==> config.mk <==
export PLATFORM = sky130hd
export DESIGN_NAME = gpio_port_bank
export DESIGN_NICKNAME = d
export VERILOG_FILES = /design/src/rtl/gpio_bank_pkg.sv /design/src/rtl/gpio_bank_ctrl.sv /design/src/rtl/gpio_bank_dp.sv /design/src/rtl/gpio_port_bank.sv
export SDC_FILE = /design/constraint.sdc
export NUM_CORES = 1
export LEC_CHECK = 0
export CORE_MARGIN = 2
export CORE_UTILIZATION = 45
export CTS_CLUSTER_DIAMETER = 200
export DETAILED_ROUTE_END_ITERATION = 6
export PLACE_DENSITY = 0.72
export RECOVER_POWER = 100
export SYNTH_ARGS = -nofsm -noshare
export SYNTH_HDL_FRONTEND = slang
export SYNTH_SLANG_ARGS = --single-unit
==> constraint.sdc <==
create_clock -name clk -period 1.2 [get_ports clk]
set_input_delay 0.24 -clock clk [delete_from_list [all_inputs] [get_ports clk]]
set_output_delay 0.24 -clock clk [all_outputs]
set_load 0.1 [all_outputs]
==> src/rtl/gpio_bank_pkg.sv <==
package gpio_bank_pkg;
  typedef enum logic [1:0] {
    SEL_PINS = 2'd0,
    SEL_DRV  = 2'd1,
    SEL_POL  = 2'd2,
    SEL_DIR  = 2'd3
  } regSel_t;

  typedef struct packed {
    logic    ldDrv;
    logic    ldPol;
    logic    ldDir;
    logic    rdStb;
    regSel_t sel;
  } bankCtl_t;
endpackage

==> src/rtl/gpio_bank_ctrl.sv <==
module gpio_bank_ctrl
  import gpio_bank_pkg::*;
(
  input  logic       clk,
  input  logic       rstN,
  input  logic [1:0] regSel,
  input  logic       wrEn,
  input  logic       rdEn,
  output bankCtl_t   ctl
);
  regSel_t selDec;

  always_comb begin
    selDec    = regSel_t'(regSel);
    ctl       = '0;
    ctl.sel   = selDec;
    ctl.rdStb = rdEn;
    if (wrEn) begin
      unique case (selDec)
        SEL_DRV:  ctl.ldDrv = 1'b1;
        SEL_POL:  ctl.ldPol = 1'b1;
        SEL_DIR:  ctl.ldDir = 1'b1;
        default:  ;
      endcase
    end
  end

  p_one_load_r2: assert property (@(posedge clk) disable iff (!rstN)
    $onehot0({ctl.ldDrv, ctl.ldPol, ctl.ldDir}));

  p_pin_view_readonly_r3: assert property (@(posedge clk) disable iff (!rstN)
    (wrEn && regSel == 2'd0) |-> !(ctl.ldDrv || ctl.ldPol || ctl.ldDir));
endmodule

==> src/rtl/gpio_bank_dp.sv <==
module gpio_bank_dp
  import gpio_bank_pkg::*;
#(
  parameter int WIDTH   = 8,
  parameter logic [WIDTH-1:0] DRV_RST = '1,
  parameter logic [WIDTH-1:0] POL_RST = '0,
  parameter logic [WIDTH-1:0] DIR_RST = '1
)(
  input  logic             clk,
  input  logic             rstN,
  input  bankCtl_t         ctl,
  input  logic [WIDTH-1:0] wrData,
  input  logic [WIDTH-1:0] pinIn,
  output logic [WIDTH-1:0] rdData,
  output logic [WIDTH-1:0] pinOut,
  output logic [WIDTH-1:0] pinOe
);
  localparam int SYNC_STAGES = 2;

  logic [WIDTH-1:0] drvReg, polReg, dirReg;
  logic [WIDTH-1:0] syncStage [SYNC_STAGES];
  logic [WIDTH-1:0] pinView;
  logic [WIDTH-1:0] rdNext;

  always_ff @(posedge clk or negedge rstN) begin
    if (!rstN) begin
      for (int s = 0; s < SYNC_STAGES; s++) syncStage[s] <= '0;
    end else begin
      syncStage[0] <= pinIn;
      for (int s = 1; s < SYNC_STAGES; s++) syncStage[s] <= syncStage[s-1];
    end
  end

  always_ff @(posedge clk or negedge rstN) begin
    if (!rstN) begin
      drvReg <= DRV_RST;
      polReg <= POL_RST;
      dirReg <= DIR_RST;
    end else begin
      if (ctl.ldDrv) drvReg <= wrData;
      if (ctl.ldPol) polReg <= wrData;
      if (ctl.ldDir) dirReg <= wrData;
    end
  end

  assign pinView = syncStage[SYNC_STAGES-1] ^ polReg;

  always_comb begin
    unique case (ctl.sel)
      SEL_PINS: rdNext = pinView;
      SEL_DRV:  rdNext = drvReg;
      SEL_POL:  rdNext = polReg;
      default:  rdNext = dirReg;
    endcase
  end

  always_ff @(posedge clk or negedge rstN) begin
    if (!rstN)          rdData <= '0;
    else if (ctl.rdStb) rdData <= rdNext;
  end

  for (genvar i = 0; i < WIDTH; i++) begin : g_pin
    assign pinOut[i] = drvReg[i];
    assign pinOe[i]  = ~dirReg[i];
  end

  p_dir_to_oe_r4: assert property (@(posedge clk) disable iff (!rstN)
    ctl.ldDir |=> (pinOe == ~$past(wrData)));

  p_drv_to_pin_r2: assert property (@(posedge clk) disable iff (!rstN)
    ctl.ldDrv |=> (pinOut == $past(wrData)));

  p_rd_hold_r7: assert property (@(posedge clk) disable iff (!rstN)
    !ctl.rdStb |=> $stable(rdData));

  p_no_load_keeps_oe_r3: assert property (@(posedge clk) disable iff (!rstN)
    !ctl.ldDir |=> $stable(pinOe));
endmodule

==> src/rtl/gpio_port_bank.sv <==
module gpio_port_bank
  import gpio_bank_pkg::*;
#(
  parameter int WIDTH = 8
)(
  input  logic             clk,
  input  logic             rstN,
  input  logic [1:0]       regSel,
  input  logic             wrEn,
  input  logic [WIDTH-1:0] wrData,
  input  logic             rdEn,
  output logic [WIDTH-1:0] rdData,
  input  logic [WIDTH-1:0] pinIn,
  output logic [WIDTH-1:0] pinOut,
  output logic [WIDTH-1:0] pinOe
);
  bankCtl_t ctl;

  gpio_bank_ctrl u_ctrl (
    .clk    (clk),
    .rstN   (rstN),
    .regSel (regSel),
    .wrEn   (wrEn),
    .rdEn   (rdEn),
    .ctl    (ctl)
  );

  gpio_bank_dp #(.WIDTH(WIDTH)) u_dp (
    .clk    (clk),
    .rstN   (rstN),
    .ctl    (ctl),
    .wrData (wrData),
    .pinIn  (pinIn),
    .rdData (rdData),
    .pinOut (pinOut),
    .pinOe  (pinOe)
  );
endmodule

==> results.yml <==
outcome:
  outcome: "complete, but fails checks"
  violations: "negative setup slack"
sta:
  timing.hold.ws_ns: 0.355
  rsz0062_at_grt: "true"
  hold_viol_final: 0
  fmax_mhz: 736
  min_period_ns: 1.36
  slew_violations: 0
  finalSetupViolations: 16
  skew_ns: 0.0103
  slew-limit-headroom_pct: 58.4
  tightest_slew_ns: 0.624
  fin_crit_sh_pct: 113
  fin_ws_ns: -0.158
grt:
  grtUsageTotal_pct: 19.7
  grt_start_max_net_pins: 49
  grt_pass1_wl_mm: 7.76
  grt_pass1_vias: 1581
  antenna_found_initial: 0
  grt_overflow_total: 0
detailed_routing:
  first_pass_iters: 4
  routedWlPerCell_microns: 16.6
  drt_wl_total_mm: 4.57
  drt_iter0_markers: 65
  drt-vias-per-instance: 5.29
  vias: 1456
  ant_nets: 0
  drc_errors: 0
worst_setup_path:
  cp.arrival_ns: 1.12
  critPathRequiredTime_ns: 0.96
  start_kind: "register"
  rr_worst_depth: 5
  crit_type: "register to primary output"
  setup.worst_path.start: "u_dp.pinOut[4]$_DFFE_PN1P_"
  worst-path-max-fanout: 2
  r2r-start: "u_dp.dirReg[4]$_DFFE_PN1P_"
  setup.worst_path.end: "pinOut[4]"
  r2r_slack_ns: 0.03
  cp-end-kind: "primary output"
  r2r-end: "u_dp.rdData[4]$_DFFE_PN0P_"
  path_delay_family: "flip-flops"
  critPathBufInv: 1
  crit_slowest_cell: "dfstp_4"
  cpPeakStageDelay_ns: 0.65
  path_depth: 1
  path_cells: "buf_12"
floorplan:
  die_y_microns: 72.6
  die_area_sq_mm: 0.00527
  row_count: 24
  io_pins: 46
  fp.coreArea_sq_mm: 0.00444
  die_x_microns: 72.6
  start_util_pct: 47.7
cts:
  clkLatencyLatePin_ns: 0.29
  h-tree-depth: 2
  clock_sinks: 48
  cts_buffers: 5
  tritoncts: "done"
  clkTransAtPathRegs_ns: 0.09
  clockRootBuffer: "clkbuf_8"
  cts_buffer_depth: 2
synthesis:
  synth_largest_area_cell: "dfrtp_1"
  ys_seq_area_share_pct: 57.6
  netlist.area_leader.share_pct: 37.8
  yosys-top-cells-area: "dfrtp_1, dfstp_2, mux2_2, mux2i_1, o22ai_2"
  ys_warn_count: 0
  syn_inst: 155
  synth.distinct_cells: 20
  syn_area_sq_mm: 0.00212
  synth_nets: 177
  ys_ff_latch: 48
  syn_avg_cell_area_sq_um: 13.7
placement:
  gp_congestion: 0.748
  numPortBuffers: 45
  hpwl_mm: 3.23
power_and_ir_drop:
  p_leak_nw: 1.37
  powerDensity_mw_per_mm2: 1840
  peakVddDrop_mv: 1.19
  report.power.total_w: 0.00567
job:
  cap_violations: 0
cells_and_area:
  fin_nets: 244
  layout-drive-gt1-share_pct: 52.5
  syn2layout_area_growth_pct: 45.1
  diodes: 0
worst_hold_path:
  hold_path.class: "register to register"
-- layer usage --
metal,track usage (%),share of wire [%],vias up
met3,4.01,3.8,6
met2,35.6,56,31
met5,0,0,-
met1,22.8,39,745
met4,8.02,1.6,0
li1,-,-,674
-- Yosys cell counts --
master    instances
o22ai_2           6
a21o_1            8
buf_6             2
nand2b_1          8
clkbuf_2          2
dfrtp_1          32
o31ai_1           8
mux2_2           24
a21oi_1           8
buf_12            1
clkbuf_4          1
buf_4             1
inv_1            16
dfstp_2          16
nand3b_4          2
clkbuf_1          1
o22ai_1           2
nand3_4           1
mux2i_1           8
nand3b_1          8
-- cell families (layout without fill, tap and decap cells) --
family	Yosys count	in the layout	share of synthesized area (%)
AO/OA/AOI/OAI	32	32	11.7
flip-flops	48	48	57.6
multiplexers	32	32	16.5
buffers and inverters	24	92	6.20
AND/OR/NAND/NOR	19	19	7.92
-- layout make-up --
type                            instances  area (sq um)
Timing Repair Buffer                   68           847
Fill cell                             309          1370
Clock buffer                            7          86.3
Multi-Input combinational cell         83           751
Tap cell                               52          65.1
Clock inverter                          1          7.51
Inverter                               16          60.1
Sequential cell                        48          1260
-- through the flow --
| step | std cells | setup slack, ns | TNS, ns | area, sq um | utilization (%) |
|---|---|---|---|---|---|
| final | 275 | -0.158 | -1.89 | 3070 | 69.2 |
| after global routing | 275 | -0.201 | -2.58 | 3070 | 69.2 |
| after CTS | 274 | -0.172 | -2.03 | 3140 | 70.7 |
| after detailed placement | 252 | -0.412 | -12.24 | 2940 | 66.2 |
| after global placement | 252 | -0.385 | -11.43 | 2940 | 66.2 |
| after floorplan | 155 | -0.0333 | -0.0333 | 2150 | - |
-- power breakdown --
group / leakage, nW / internal [W] / switching (W)
Clock: 0.0445 / 0.000469 / 0.000512
Combinational: 0.780 / 0.000978 / 0.00153
Sequential: 0.541 / 0.00196 / 0.000219
Total: 1.37 / 0.00341 / 0.00226
-- worst min-delay path by stage --
| stage | startpoint | to | slack, ns | cells after the start |
|---|---|---|---|---|
| after floorplan | rstN | u_dp.polReg[0]$_DFFE_PN0P_ | -0.06 | 0 |
| after global placement | rstN | u_dp.polReg[0]$_DFFE_PN0P_ | 0.24 | 2 |
| after detailed placement | rstN | u_dp.polReg[7]$_DFFE_PN0P_ | 0.24 | 2 |
| after CTS | u_dp.syncStage[15]$_DFF_PN0_ | u_dp.syncStage[7]$_DFF_PN0_ | 0.36 | 0 |
| after global routing | u_dp.syncStage[15]$_DFF_PN0_ | u_dp.syncStage[7]$_DFF_PN0_ | 0.36 | 0 |
| final | u_dp.syncStage[12]$_DFF_PN0_ | u_dp.syncStage[4]$_DFF_PN0_ | 0.35 | 0 |
-- cell usage in the layout, fill, tap and decap left out, types with 9 or more instances in the layout --
| master | n |
|---|---|
| buf_12 | 19 |
| dfrtp_1 | 24 |
| buf_4 | 17 |
| clkdlybuf4s50_1 | 9 |
| dlygate4sd3_1 | 9 |
| mux2_2 | 24 |
-- registers in the layout, summed over array words and instances (netlist names) --
signal          count
u_dp.pinOut         8
u_dp.syncStage     16
u_dp.dirReg         8
u_dp.rdData         8
u_dp.polReg         8
-- what timing repair did --
item,CTS,global route
endpoints found under the setup margin,48,16
gates resized for setup,11,0
pin swaps,0,1
hold buffers,1,0
setup buffers,13,1
endpoints found under the hold margin,32,0
Power figures use the tool's default switching activity.
